$ cat src/rtl/vtime_pkg.sv
package vtime_pkg;

    parameter int unsigned HALF_W = 32;
    localparam int unsigned FULL_W = 2 * HALF_W;

    typedef enum logic [1:0] {
        SEL_TIME_LO  = 2'd0,
        SEL_TIME_HI  = 2'd1,
        SEL_DELTA_LO = 2'd2,
        SEL_DELTA_HI = 2'd3
    } csr_sel_e;

    typedef struct packed {
        logic       err;      // access rejected
        logic [1:0] wr_half;  // offset half write strobes
        logic       rd_time;  // read from time sum, else offset
        logic       upper;    // upper half selected
    } access_t;

    function automatic logic is_time_sel(input csr_sel_e sel);
        return (sel == SEL_TIME_LO) || (sel == SEL_TIME_HI);
    endfunction

endpackage

$ cat src/rtl/vtime_decode.sv
module vtime_decode
    import vtime_pkg::*;
(
    input  logic     acc_en,
    input  csr_sel_e sel,
    input  logic     we,
    input  logic     src_present,
    output access_t  acc
);
    logic reject;

    always_comb begin
        reject = acc_en && (!src_present || (we && is_time_sel(sel)));
        acc.err     = reject;
        acc.rd_time = is_time_sel(sel);
        acc.upper   = (sel == SEL_TIME_HI) || (sel == SEL_DELTA_HI);
        acc.wr_half = 2'b00;
        if (acc_en && we && !reject) begin
            acc.wr_half[0] = (sel == SEL_DELTA_LO);
            acc.wr_half[1] = (sel == SEL_DELTA_HI);
        end
    end
endmodule

$ cat src/rtl/vtime_delta.sv
module vtime_delta #(
    parameter int unsigned HALF_W = 32,
    localparam int unsigned NHALF = 2,
    localparam int unsigned FULL_W = NHALF * HALF_W
) (
    input  logic              clk,
    input  logic              rst,
    input  logic [NHALF-1:0]  wr_half,
    input  logic [HALF_W-1:0] wdata,
    output logic [FULL_W-1:0] delta_q
);
    for (genvar h = 0; h < NHALF; h++) begin : g_half
        logic [HALF_W-1:0] half_q;
        always_ff @(posedge clk) begin
            if (rst) begin
                half_q <= '0;
            end else if (wr_half[h]) begin
                half_q <= wdata;
            end
        end
        assign delta_q[h*HALF_W +: HALF_W] = half_q;
    end
endmodule

$ cat src/rtl/vtime_sum.sv
module vtime_sum #(
    parameter int unsigned FULL_W = 64
) (
    input  logic              virt_on,
    input  logic [FULL_W-1:0] plat_time,
    input  logic [FULL_W-1:0] delta,
    output logic [FULL_W-1:0] sum
);
    logic [FULL_W-1:0] addend;

    always_comb begin
        addend = virt_on ? delta : '0;
        sum    = plat_time + addend; // wraps modulo 2^FULL_W
    end
endmodule

$ cat src/rtl/vtime_csr.sv
module vtime_csr
    import vtime_pkg::*;
#(
    parameter int unsigned HW = vtime_pkg::HALF_W,
    localparam int unsigned FW = 2 * HW
) (
    input  logic          clk,
    input  logic          rst,
    input  logic          virt_on,
    input  logic          src_present,
    input  logic [FW-1:0] plat_time,
    input  logic          acc_en,
    input  logic [1:0]    acc_sel,
    input  logic          acc_we,
    input  logic [HW-1:0] acc_wdata,
    output logic [HW-1:0] acc_rdata,
    output logic          acc_err
);
    access_t       acc;
    logic [FW-1:0] delta_q;
    logic [FW-1:0] time_sum;
    logic [FW-1:0] rd_word;

    vtime_decode u_decode (
        .acc_en      (acc_en),
        .sel         (csr_sel_e'(acc_sel)),
        .we          (acc_we),
        .src_present (src_present),
        .acc         (acc)
    );

    vtime_delta #(.HALF_W(HW)) u_delta (
        .clk     (clk),
        .rst     (rst),
        .wr_half (acc.wr_half),
        .wdata   (acc_wdata),
        .delta_q (delta_q)
    );

    vtime_sum #(.FULL_W(FW)) u_sum (
        .virt_on   (virt_on),
        .plat_time (plat_time),
        .delta     (delta_q),
        .sum       (time_sum)
    );

    always_comb begin
        rd_word   = acc.rd_time ? time_sum : delta_q;
        acc_err   = acc.err;
        acc_rdata = '0;
        if (acc_en && !acc.err) begin
            acc_rdata = acc.upper ? rd_word[FW-1:HW] : rd_word[HW-1:0];
        end
    end
endmodule

$ cat config.mk
export PLATFORM = sky130hd
export DESIGN_NAME = vtime_csr
export DESIGN_NICKNAME = d
export VERILOG_FILES = /design/src/rtl/vtime_pkg.sv /design/src/rtl/vtime_decode.sv /design/src/rtl/vtime_delta.sv /design/src/rtl/vtime_sum.sv /design/src/rtl/vtime_csr.sv
export SDC_FILE = /design/constraint.sdc
export NUM_CORES = 1
export LEC_CHECK = 0
export ABC_AREA = 1
export BUFFER_PORTS_ARGS = -buffer_cell sky130_fd_sc_hd__buf_4
export CORE_ASPECT_RATIO = 1.2
export CORE_MARGIN = 3
export CORE_UTILIZATION = 60
export CTS_CLUSTER_DIAMETER = 200
export DETAILED_ROUTE_END_ITERATION = 7
export GPL_TIMING_DRIVEN = 0
export PLACE_DENSITY = 0.84
export SLEW_MARGIN = 5
export SYNTH_ARGS = -nofsm -noshare
export SYNTH_HDL_FRONTEND = slang
export SYNTH_SLANG_ARGS = --single-unit
$ cat constraint.sdc
create_clock -name clk -period 4.4 [get_ports clk]
set_input_delay 0.88 -clock clk [delete_from_list [all_inputs] [get_ports clk]]
set_output_delay 0.88 -clock clk [all_outputs]
set_load 0.005 [all_outputs]
==> results.txt, run 1 <==
The flow ran to the end, and the final reports show no timing, DRC or antenna violations. The vias after detailed routing is 12160. Setup repair after global routing could not meet its margin everywhere. The final worst-path cycle share is 99.55%. In this run the remaining antenna-violating nets after routing total 0.

The total global-route track usage came out at 45.33%. The fraction of registers with async set/reset came out at 0%. The number of slew-limit violations in the final report came out at 0. The class of the most critical hold timing path is register to register. The number of detailed-route iterations in the first pass came out at 7.

For this run, design rule violations remaining after detail routing come to 0. After synthesis, the cell types taking the most area are sky130_fd_sc_hd__nand2_1 28%, sky130_fd_sc_hd__dfxtp_1 14%, sky130_fd_sc_hd__a21oi_1 13%. The tool flagged a number of max-cap violations equal to 0. The worst register-to-register path ends at u_delta.g_half[1].half_q[5]. The post-detailed-routing wire length is 38960 µm. The cell count of the worst hold path is 2. The net count of the finished layout is 2031. Counting instances in the post-synthesis netlist gives the leading cell types as 667 x sky130_fd_sc_hd__nand2_1, 261 x sky130_fd_sc_hd__inv_1, 228 x sky130_fd_sc_hd__a21oi_1.

The global-route wire length before repair came out at 58420 µm. The post-synth net total came out at 1881. The I/O pin count is 137. The count of antenna diodes in the layout is 0. The critical path startpoint is virt_on. At the pin with the least slew margin, the transition time is 645.3 ps. For this run the aggregate overflow at the end of global routing stands at 0. The worst register-to-register path begins at u_delta.g_half[1].half_q[5]. The number of global-route vias before repair came out at 11320.

In the synthesized netlist, the number of instances is 1713. The number of enable flip-flop cells after synthesis is 0. The sequential element share of the synthesized area is 14.30%. The worst max-slew margin expressed relative to the limit came out at 56.98%. Synthesis inferred 64 register bits. In this run the clock root is driven by a sky130_fd_sc_hd__clkbuf_16.

The x dimension of the die is 117.6 µm. The sum of negative setup slack came out at 0 ps. From synthesis to final layout, the design area changed by 22.80%. The vertical die dimension came out at 139.9 µm. The endpoint class of the critical path is a primary output.

The register with the most flip-flops in the layout has 64 of them. The worst register-to-register path has a setup slack of 3580 ps. The post-synthesis instance area came out at 0.008960 mm². The pin count of the biggest net entering global routing is 13. The number of cells on the worst reg-to-reg path came out at 2. The number of unique standard cell types used by synthesis came out at 31. u_delta.g_half.half_q holds more flip-flops than any other register.

The worst setup path is launched from an input port. The data arrival time of the worst path came out at 3500 ps. In the final layout, the share of cells above drive strength 1 is 18.20%. The number of port buffers is 134. The synthesized design spends more area on one cell type than any other, namely sky130_fd_sc_hd__nand2_1. The starting density of the core came out at 61.65%.

Routability-driven placement finished with a final weighted congestion of 1.127. The number of buffers created by CTS is 9. The die covers 0.01644 mm². The required time of the worst setup path came out at 3520 ps.

The floorplan step defined a core boundary enclosing 0.01453 mm². The power density of the placed cells came out at 178.8 mW/mm². VDD sags by at most 332.5 µV. The number of antenna violations at the first check in global routing came to 0. The tree built by TritonCTS fans out to 64 sinks. Hold timing on the final database bottoms out at a slack of 493.0 ps.

The setup clock skew after layout is 0 ps. TritonCTS built the clock tree. After layout, the minimum clock period comes to 4380 ps.

Setup violations remaining at the end of the flow were counted as 0. In the final routed layout, each cell accounts on average for 18.84 µm. By startpoint and endpoint, the worst setup path is classified as input port to primary output. The maximum fanout along the worst path came out at 10. The prevailing post-synth register cell is sky130_fd_sc_hd__dfxtp_1. Summed over all nets, the half-perimeter wirelength after detailed placement is 31330 µm. In this run the worst setup path terminates at acc_rdata[29]. The clock input transition at the sequential cells of the worst setup and hold paths is 50 ps.

The number of failing hold endpoints at the final stage came out at 0. The average size of a mapped cell came out at 5.230 µm². The Yosys step of the flow raised 0 warnings. In the routed layout, each cell is associated on average with a via count of 5.878. The worst-case clock buffer depth came out at 2.

The site row count is 48. Of the post-synthesis cell area, the dominant cell type holds 27.94%. The first routing iteration left 1646 violations. Static timing analysis puts the maximum clock frequency at 228.3 MHz.

The leakage power is 5.922 nW. The largest registers in the layout are u_delta.g_half.half_q x64. The insertion delay of the later-clocked pin in the worst-skew pair is 330 ps.

The most repeated cell in the gate-level netlist after synthesis is sky130_fd_sc_hd__nand2_1. In this run the number of H-tree levels came out at 3.
==> worst max-delay path, cell delays in order <==
cell                       delay [ps]
sky130_fd_sc_hd__buf_4            160
sky130_fd_sc_hd__buf_2            200
sky130_fd_sc_hd__nand2_1           90
sky130_fd_sc_hd__inv_1             40
sky130_fd_sc_hd__ha_1             360
sky130_fd_sc_hd__inv_1            170
sky130_fd_sc_hd__o21bai_1         110
sky130_fd_sc_hd__o21bai_1         180
sky130_fd_sc_hd__a21oi_2          260
sky130_fd_sc_hd__nand2_1          150
sky130_fd_sc_hd__a21oi_4          260
sky130_fd_sc_hd__nand2_1           90
sky130_fd_sc_hd__nand2_1           80
sky130_fd_sc_hd__nand3_2          100
sky130_fd_sc_hd__a21oi_2          210
sky130_fd_sc_hd__buf_4            140
==> cells in the final DEF, fill, tap and decap left out, types with 3 or more instances in the layout <==
master / instances
sky130_fd_sc_hd__nor4_2: 4
sky130_fd_sc_hd__nor3_2: 4
sky130_fd_sc_hd__nand3b_1: 19
sky130_fd_sc_hd__o21ai_1: 13
sky130_fd_sc_hd__ha_1: 47
sky130_fd_sc_hd__inv_2: 21
sky130_fd_sc_hd__bufinv_16: 3
sky130_fd_sc_hd__nand3_1: 69
sky130_fd_sc_hd__xor2_1: 6
sky130_fd_sc_hd__buf_4: 142
sky130_fd_sc_hd__o21bai_1: 17
sky130_fd_sc_hd__nand2_1: 652
sky130_fd_sc_hd__xnor2_1: 14
sky130_fd_sc_hd__nor3_1: 8
sky130_fd_sc_hd__inv_1: 260
sky130_fd_sc_hd__buf_1: 5
sky130_fd_sc_hd__ha_2: 15
sky130_fd_sc_hd__o21ai_0: 32
sky130_fd_sc_hd__nand3_2: 13
sky130_fd_sc_hd__buf_2: 13
sky130_fd_sc_hd__nor2_1: 91
sky130_fd_sc_hd__dfxtp_1: 64
sky130_fd_sc_hd__nand2_2: 27
sky130_fd_sc_hd__nor2_2: 33
sky130_fd_sc_hd__nand4_1: 6
sky130_fd_sc_hd__a21oi_2: 37
sky130_fd_sc_hd__clkbuf_1: 26
sky130_fd_sc_hd__nor2_4: 5
sky130_fd_sc_hd__clkbuf_16: 9
sky130_fd_sc_hd__a21oi_1: 193
==> how the worst min path moves through the flow <==
stage / startpoint / end
after floorplan: u_delta.g_half[0].half_q[5] / u_delta.g_half[0].half_q[5]
after CTS: u_delta.g_half[1].half_q[21] / u_delta.g_half[1].half_q[21]
final: u_delta.g_half[1].half_q[21] / u_delta.g_half[1].half_q[21]
after global placement: u_delta.g_half[1].half_q[21] / u_delta.g_half[1].half_q[21]
after global routing: u_delta.g_half[1].half_q[23] / u_delta.g_half[1].half_q[23]
after detailed placement: u_delta.g_half[1].half_q[23] / u_delta.g_half[1].half_q[23]
==> kinds of logic after synthesis <==
group / synth area share [%]
simple gates: 43.28
buf+inv: 14.02
compound gates: 17.43
fa+ha+maj: 9.021
flops: 14.30
xor+xnor: 1.955
==> what timing repair did <==
action / 4_1_cts / 5_1_grt
pin swaps: 0 / 13
hold buffers: 0 / 0
buffers inserted: 0 / 5
endpoints found under the setup margin: 32 / 32
resized for setup: 29 / 101
==> area by class of cell <==
type,instances,area (µm²)
multi-input combinational,1318,6797
fill,1363,3531
sequential,64,1281
inverter,282,1059
timing repair buffer,139,1044
tap,200,250.2
clock buffer,10,239.0
buffer,49,219.0
clock inverter,6,115.1
==> where the power goes <==
part / switching, mW / total (mW) / internal (mW)
clock: 0.264 / 0.835 / 0.571
sequential: 0.0138 / 0.604 / 0.590
combinational: 0.334 / 0.528 / 0.195
==> per-stage QoR <==
step           power (mW)  setup WS (ps)  utilization (%)  cells  area, µm²
2_1_floorplan      0.8819          650.6                -   1713       8960
3_3_place_gp        1.082         -483.2            70.29   2047      10220
3_5_place_dp        1.088         -504.2            70.29   2047      10220
4_1_cts             1.918         -7.946            73.33   2063      10660
5_1_grt             2.029         -85.73            75.71   2068      11000
6_report            1.967          19.60            75.71   2068      11000
==> per-layer routing <==
metal,routed length [µm],vias to the layer above,track usage (%)
met5,0,-,0
met4,4239,0,35.80
met3,4426,250,8.537
met2,17030,855,74.63
met1,13270,5364,51.54
li1,-,5686,-
(Power assumes the default switching activity.)
==> run 2, diff against run 1 <==
--- a/config.mk
+++ b/config.mk
@@ -13,8 +13,9 @@
 export CTS_CLUSTER_DIAMETER = 200
 export DETAILED_ROUTE_END_ITERATION = 7
 export GPL_TIMING_DRIVEN = 0
-export PLACE_DENSITY = 0.84
+export PLACE_DENSITY = 0.82
 export SLEW_MARGIN = 5
 export SYNTH_ARGS = -nofsm -noshare
 export SYNTH_HDL_FRONTEND = slang
+export SYNTH_HIERARCHICAL = 1
 export SYNTH_SLANG_ARGS = --single-unit
==> constraint.sdc (replaced) <==
create_clock -name clk -period 4.45 [get_ports clk]
set_input_delay 0.89 -clock clk [delete_from_list [all_inputs] [get_ports clk]]
set_output_delay 0.89 -clock clk [all_outputs]
set_load 0.005 [all_outputs]
==> results.txt, run 2 <==
In the final layout, the registers with the most flip-flops are u_delta/g_half.half_q x64. The tool flagged a number of max-cap violations equal to 0. In this run the worst hold path is classified as register to register. For hold timing, the worst endpoint is u_delta/g_half[0].half_q[7]. The total power consumption of the routed design came out at 1.932 mW. For the pin with the worst max-slew slack, the measured transition is 315.1 ps.

The setup clock skew after layout came out at 0 ps. After Yosys synthesis, full adders, half adders and majority gates account for 7.294% of the synthesized area. The residual overflow from global routing is 0. The post-synthesis mux area share is 0%. Across every metal layer, demand over resource in global routing totals 39.96%. In the synthesized netlist the dominant register cell turns out to be sky130_fd_sc_hd__dfxtp_1. By area the synthesized netlist is led by sky130_fd_sc_hd__nand2_1 30%, sky130_fd_sc_hd__inv_1 18%, sky130_fd_sc_hd__dfxtp_1 12%. The starting density of the core is 62.12%.

The complex-gate fraction of the synthesized area is 4.584%. The startpoint identified for the worst register-to-register timing path is u_delta/g_half[1].half_q[25]. The number of enable flip-flop cells after synthesis is 0. The flip-flop count of the largest register, all copies and words added came out at 64.

Sorting the synthesized cells by how often they occur yields 891 x sky130_fd_sc_hd__nand2_1, 535 x sky130_fd_sc_hd__inv_1, 216 x sky130_fd_sc_hd__nor2_1. The x dimension of the die is 130.1 µm. The average size of a mapped cell came out at 5.081 µm². After layout, the worst path uses 99.19% of the clock period.

Setup repair after global routing could not meet its margin everywhere. The worst max-slew margin expressed relative to the limit came out at 78.94%. Setup violations remaining at the end of the flow were counted as 0. The worst hold path startpoint is u_delta/g_half[0].half_q[7].

The number of cells produced by synthesis is 2181. The number of buffers created by CTS is 9. The post-layout minimum cycle time is 4414 ps.

Counting every net in the synthesized netlist gives 2349. The number of unique standard cell types used by synthesis came out at 29. The switching part of the total is 36.51%. The residual DRC count came out at 0. The cell count of the worst hold path is 2. The detailed-route wire length per cell is 16.31 µm.

The signed area change from the synthesized netlist to the final layout came out at 18.38%. The maximum vdd drop came out at 275.7 µV. Cells with a size suffix above 1 make up 19.47% of the layout. 137 I/O pins were placed. The sequential share of power is 31.0%. The tree is rooted in a sky130_fd_sc_hd__clkbuf_16. The run finished with clean final reports. The post-detailed-routing wire length is 41710 µm. The detailed router placed 13520 vias in this run. The global-route wire length before repair is 62590 µm.

The share of power burned in the clock network came out at 33.0%. The number of antenna diodes in the final layout is 0. The pin count of the biggest net entering global routing is 13. The average vias per placed instance is 5.289.

The sum of negative setup slack came out at 0 ps. The critical path is of the input port to primary output type. The clock reaches the later pin of the worst-skew pair after 330 ps. The number of cells on the worst reg-to-reg path came out at 2. The number of antenna violations at the first check in global routing is 0. The clock sink count is 64. The number of design-rule violations left by the first detailed-router iteration is 1368. The site row count came out at 53.

The power dissipated by switching net loads is 705.6 µW. STA classifies the critical path startpoint as an input port. The full die area came out at 0.02014 mm².

The internal power of the cells totals 1.227 mW. The number of global-route vias before repair is 12270. The post-detailed-placement half-perimeter wirelength is 33840 µm. For this run, asynchronously set or reset flops after synthesis account for 0%. The TritonCTS clock tree is built. The number of synthesized register bits came out at 64. Summed over all instances, the cell type with the most area after synthesis is sky130_fd_sc_hd__nand2_1. Based on the critical path, the design can be clocked at up to 226.6 MHz. The H-tree level count came out at 3. The number of port buffers came out at 135. The most common cell after layout, fill and taps aside is sky130_fd_sc_hd__nand2_1. Buffers inserted to repair hold after CTS numbered 0. The number of slew-limit violations in the final report was 0. The maximum fanout along the worst path came out at 10. The power density of the placed cells came out at 147.3 mW/mm². Leaving out fill and tap cells, the most frequent cells in the layout are 869 x sky130_fd_sc_hd__nand2_1, 534 x sky130_fd_sc_hd__inv_1, 196 x sky130_fd_sc_hd__nor2_1. The mapped netlist covers 0.01108 mm².

The required time of the worst setup path came out at 3560 ps. The number of fill cells is 1595. The worst-case clock buffer depth came out at 2. Once detail routing completed, the nets flagged for antenna violations numbered 0. The routability congestion estimate is 1.093. The worst register-to-register path ends at u_delta/g_half[1].half_q[25]. The clock input transition at the sequential cells of the worst setup and hold paths came out at 50 ps. Summing the areas of all and, or, nand and nor instances in the mapped netlist gives 51.61% of the synthesized area. The sequential element share of the synthesized area is 11.56%.

For this design the static power due to leakage is 8.194 nW. Yosys instantiated no cell more often than sky130_fd_sc_hd__nand2_1. The number of failing hold endpoints at the final stage is 0.

The share of total power in combinational logic is 36.0%. The slack of the worst reg-to-reg path is 3760 ps. The number of detailed-route iterations in the first pass is 7. The area inside the core boundary came out at 0.01784 mm². The count of synthesis-stage warnings from yosys came out at 6. The data arrival time of the worst path is 3520 ps. The endpoint class of the critical path is a primary output. The register with the most flip-flops is u_delta/g_half.half_q. The die is 154.9 µm tall.

The number of nets in the final layout is 2500. The share of the synthesized area in the top cell type is 30.18%. After synthesis, the largest family of logic cells by area is simple AND/OR/NAND/NOR gates.

The fraction of synthesized cell area in xor and xnor cells is 2.529%.
-- run 2: how the worst max path moves through the flow --
stage / startpoint / end / slack [ps] / cells after the start
global placement: virt_on / acc_rdata[0] / -630 / 19
finish: virt_on / acc_rdata[24] / 40 / 20
CTS: virt_on / acc_rdata[24] / 2 / 20
floorplan: virt_on / acc_rdata[31] / 590 / 20
detailed placement: virt_on / acc_rdata[24] / -650 / 20
global route: virt_on / acc_rdata[12] / -120 / 22
-- run 2: cell families after synthesis --
| logic type | after synthesis |
|---|---|
| adder cells (fa/ha/maj) | 64 |
| XOR/XNOR | 32 |
| flip-flops | 64 |
| buffers and inverters | 601 |
| AND/OR/NAND/NOR | 1341 |
| AO/OA/AOI/OAI | 79 |
-- run 2: critical path, cell delays in order --
cell and delay, ps:
sky130_fd_sc_hd__buf_6 140, sky130_fd_sc_hd__clkbuf_4 200, sky130_fd_sc_hd__nand2_1 170, sky130_fd_sc_hd__inv_1 100
sky130_fd_sc_hd__ha_4 320, sky130_fd_sc_hd__nand2_1 100, sky130_fd_sc_hd__inv_1 90, sky130_fd_sc_hd__nand2_1 140
sky130_fd_sc_hd__nor3_4 230, sky130_fd_sc_hd__nand2_1 110, sky130_fd_sc_hd__nor2_1 150, sky130_fd_sc_hd__nand2_1 100
sky130_fd_sc_hd__nand3_1 70, sky130_fd_sc_hd__nand2_1 50, sky130_fd_sc_hd__nand2_1 130, sky130_fd_sc_hd__inv_1 80
sky130_fd_sc_hd__nand2_1 60, sky130_fd_sc_hd__nand3_1 120, sky130_fd_sc_hd__a21oi_2 150, sky130_fd_sc_hd__buf_4 120
-- run 2: final cells by class --
type	instances	area, µm²	share of cell area (%)
Multi-Input combinational cell	1516	7719	58.84
Inverter	549	2063	15.73
Sequential cell	64	1281	9.766
Timing Repair Buffer	140	1051	8.011
Buffer	52	456.7	3.481
Tap cell	220	275.3	2.098
Clock buffer	9	225.2	1.717
Clock inverter	7	47.55	0.3624
-- run 2: layer usage --
metal | wire [µm] | up-vias | GRT usage (%) | share of wire, %
li1 | - | 6620 | - | -
met1 | 15830 | 5923 | 49.00 | 38
met2 | 18920 | 797 | 66.50 | 45
met3 | 3890 | 183 | 5.529 | 9.3
met4 | 3065 | 0 | 22.43 | 7.3
met5 | 0 | - | 0 | 0
-- run 2: power by group through the flow --
stage	Combinational, mW	Clock [mW]	Sequential, mW
floorplan	0.409	0	0.605
global placement	0.623	0	0.610
detailed placement	0.633	0	0.610
CTS	0.650	0.638	0.598
global route	0.753	0.661	0.600
finish	0.695	0.638	0.599
-- run 2: per-stage QoR --
stage	hold slack [ps]	std cells	utilization, %	setup slack (ps)	area (µm²)
floorplan	463.0	2181	-	594.0	11080
global placement	477.6	2536	69.35	-626.5	12370
detailed placement	479.1	2536	69.35	-653.5	12370
CTS	489.4	2555	71.61	2.468	12770
global route	511.7	2557	73.54	-124.6	13120
finish	489.8	2557	73.54	36.19	13120
-- run 2: what timing repair did --
| action | CTS | global route |
|---|---|---|
| buffers inserted | 3 | 2 |
| resized for setup | 35 | 93 |
| endpoints found under the setup margin | 32 | 31 |
| pin swaps | 3 | 3 |
==> run 3, diff against run 2 <==
--- a/config.mk
+++ b/config.mk
@@ -13,7 +13,7 @@
 export CTS_CLUSTER_DIAMETER = 200
 export DETAILED_ROUTE_END_ITERATION = 7
 export GPL_TIMING_DRIVEN = 0
-export PLACE_DENSITY = 0.82
+export PLACE_DENSITY = 0.81
 export SLEW_MARGIN = 5
 export SYNTH_ARGS = -nofsm -noshare
 export SYNTH_HDL_FRONTEND = slang
==> results.txt, run 3 (synthesized netlist as in run 2, its figures left out) <==
The worst max-slew margin expressed relative to the limit is 76.90%. The share of total power in combinational logic came out at 35.8%. The routability congestion estimate is 1.054.

The area inside the core boundary came out at 0.01784 mm². The number of routed nets with antenna violations came out at 0. STA classifies the critical path startpoint as an input port. The full die area is 0.02014 mm². STA classifies the critical path endpoint as a primary output. 137 I/O pins were placed. At the pin with the least slew margin, the transition time is 345.7 ps. Setup repair after global routing could not meet its margin everywhere. The residual DRC count came out at 0. The starting density of the core is 62.12%. Setup violations remaining at the end of the flow were counted as 0. The routed wire length on met3 came out at 4228 µm. The register with the most flip-flops in the layout has 64 of them. The final worst-path cycle share is 98.33%. The vertical die dimension is 154.9 µm. The number of nets in the final layout is 2501. The setup slack at placement is -702.7 ps. The class of the most critical hold timing path is register to register. The flow ran to the end, and the final reports show no timing, DRC or antenna violations. In this run switching power makes up 35.63% of total power. The residual overflow from global routing is 0.

The power density of the placed cells came out at 150.0 mW/mm². The setup clock skew after layout came out at 0 ps. The final non-filler cell total is 2558.

The data arrival time of the worst path came out at 3490 ps. The fmax is 228.5 MHz. The signal on the critical path passes through buf_4 -> buf_6 -> nand2_1 -> inv_1 -> ha_2 -> nand2_2 -> nor2_2 -> nand2_1 -> inv_1 -> nand2_1 -> nand2_1 -> nand2_1 -> nand2_2 -> nand2_1 -> nand2_1 -> nand2_1 -> nand2_1 -> inv_1 -> nand2_1 -> nand3_1 -> a21oi_2 -> buf_4. The vias after detailed routing is 13470.

The count of antenna diodes in the layout came out at 0. For this run, the detailed router's first-pass iteration total came to 6. The number of failing hold endpoints at the final stage is 0. Leaving out fill and tap cells, the most frequent cells in the layout are 854 x sky130_fd_sc_hd__nand2_1, 532 x sky130_fd_sc_hd__inv_1, 191 x sky130_fd_sc_hd__nor2_1. The number of port buffers is 135.

For this design, the sink count on the clock tree is 64. The hold buffer count at CTS came out at 0. The average vias per placed instance is 5.267. Counting flops per register, the top entry is u_delta/g_half.half_q. Fill cells in the final layout number 1570. The power dissipated by switching net loads is 718.1 µW. The routed design uses 19620 µm of met2 wire.

By startpoint and endpoint, the worst setup path is classified as input port to primary output. The number of global-route vias before repair is 12240. Entering global routing, the biggest net connects 13 pins. The H-tree level count is 3.

The share of power burned in the clock network is 34.5%. The cell family contributing the most delay on the critical path is simple AND/OR/NAND/NOR gates. The global-route wire length before repair is 61590 µm.

The total power consumption of the routed design is 2.015 mW. Cells with a size suffix above 1 make up 21.04% of the layout. The number of buffers created by CTS is 9. After detailed routing, the wire length on met1 is 15500 µm.

The TritonCTS clock tree is built. The library cell used most frequently in the layout, excluding fill and tap cells, is sky130_fd_sc_hd__nand2_1. The internal cell power came out at 1.297 mW. After clock tree synthesis, the clock-pin slew on the worst setup and hold paths is 50 ps. The share of total power dissipated in sequential elements is 29.7%. The number of antenna violations at the first check in global routing is 0. The delay of the slowest cell on the worst path is 400 ps. Across the VDD grid, the largest voltage drop is 355.7 µV. In the post-route analysis, the smallest setup slack over all paths is 74.14 ps. The number of slew-limit violations in the final report came out at 0. The worst-case clock buffer depth came out at 2. The total global-route track usage came out at 39.41%. The signed area change from the synthesized netlist to the final layout is 21.23%. The insertion delay of the later-clocked pin in the worst-skew pair came out at 330 ps.

At the worst endpoint, the required time is 3560 ps. The leakage power is 8.209 nW. The maximum fanout along the worst path came out at 10. In the final routed layout, each cell accounts on average for 16.50 µm. The tool flagged a number of max-cap violations equal to 0. The number of placed instances, taps included came out at 2536.

The x dimension of the die came out at 130.1 µm. The sum of negative setup slack came out at 0 ps. The library cell appearing most often on the critical path is sky130_fd_sc_hd__nand2_1. Together, buffers and inverters on the worst path number 6.

The post-layout minimum cycle time came out at 4376 ps. The site row count came out at 53. The slowest stage of the critical path belongs to the cell sky130_fd_sc_hd__ha_2. The post-detailed-routing wire length came out at 42200 µm. Signal routing reaches up to met4. Clock tree synthesis selected as its root buffer the cell sky130_fd_sc_hd__clkbuf_16. The post-detailed-placement half-perimeter wirelength is 33930 µm. The number of design-rule violations left by the first detailed-router iteration is 1273. The largest registers in the layout are u_delta/g_half.half_q x64.
==> run 3: layer usage <==
layer  up-vias  track usage [%]
li1       6617                -
met1      5972            45.42
met2       716            66.36
met3       168            8.894
met4         0            22.38
met5         -                0
==> run 3: per-stage QoR <==
| step | area [µm²] | util [%] | hold WS (ps) |
|---|---|---|---|
| after floorplan | 11080 | - | 463.0 |
| after global placement | 12370 | 69.35 | 477.0 |
| after detailed placement | 12370 | 69.35 | 484.3 |
| after CTS | 12780 | 71.64 | 491.6 |
| after global routing | 13430 | 75.31 | 519.0 |
| final | 13430 | 75.31 | 499.0 |
==> run 3: what timing repair did <==
item / in CTS / in global routing
setup buffers: 1 / 5
pin swaps: 2 / 13
setup endpoints to repair: 32 / 32
gates resized for setup: 34 / 155
==> run 3: worst reg2reg max path: stages (launching register included) <==
cell                      delay, ps
sky130_fd_sc_hd__dfxtp_1        350
sky130_fd_sc_hd__nor2_1         170
sky130_fd_sc_hd__nor2_1          90
==> run 3: final timing paths <==
kind / slack (ps) / to / cells past startpoint / start
worst min register to register: 500 / u_delta/g_half[0].half_q[4] / 2 / u_delta/g_half[0].half_q[4]
worst max-delay path: 70 / acc_rdata[13] / 22 / virt_on
worst max register to register: 3720 / u_delta/g_half[0].half_q[25] / 2 / u_delta/g_half[0].half_q[25]
worst min-delay path: 500 / u_delta/g_half[0].half_q[4] / 2 / u_delta/g_half[0].half_q[4]
==> run 3: power by group through the flow <==
stage | registers, mW | clock network (mW) | logic (mW)
2_1_floorplan | 0.605 | 0 | 0.409
3_3_place_gp | 0.610 | 0 | 0.623
3_5_place_dp | 0.610 | 0 | 0.635
4_1_cts | 0.598 | 0.691 | 0.651
5_1_grt | 0.600 | 0.717 | 0.779
6_report | 0.599 | 0.695 | 0.721
==> run 3: layout make-up <==
type	count	area, µm²	share of cell area (%)
clock inverters	7	72.57	0.5402
multi-input cells	1516	7996	59.52
flip-flops and latches	64	1281	9.537
plain buffers	52	459.2	3.418
clock buffers	9	225.2	1.676
repair buffers	141	1059	7.879
inverters	549	2066	15.38
well taps	220	275.3	2.049
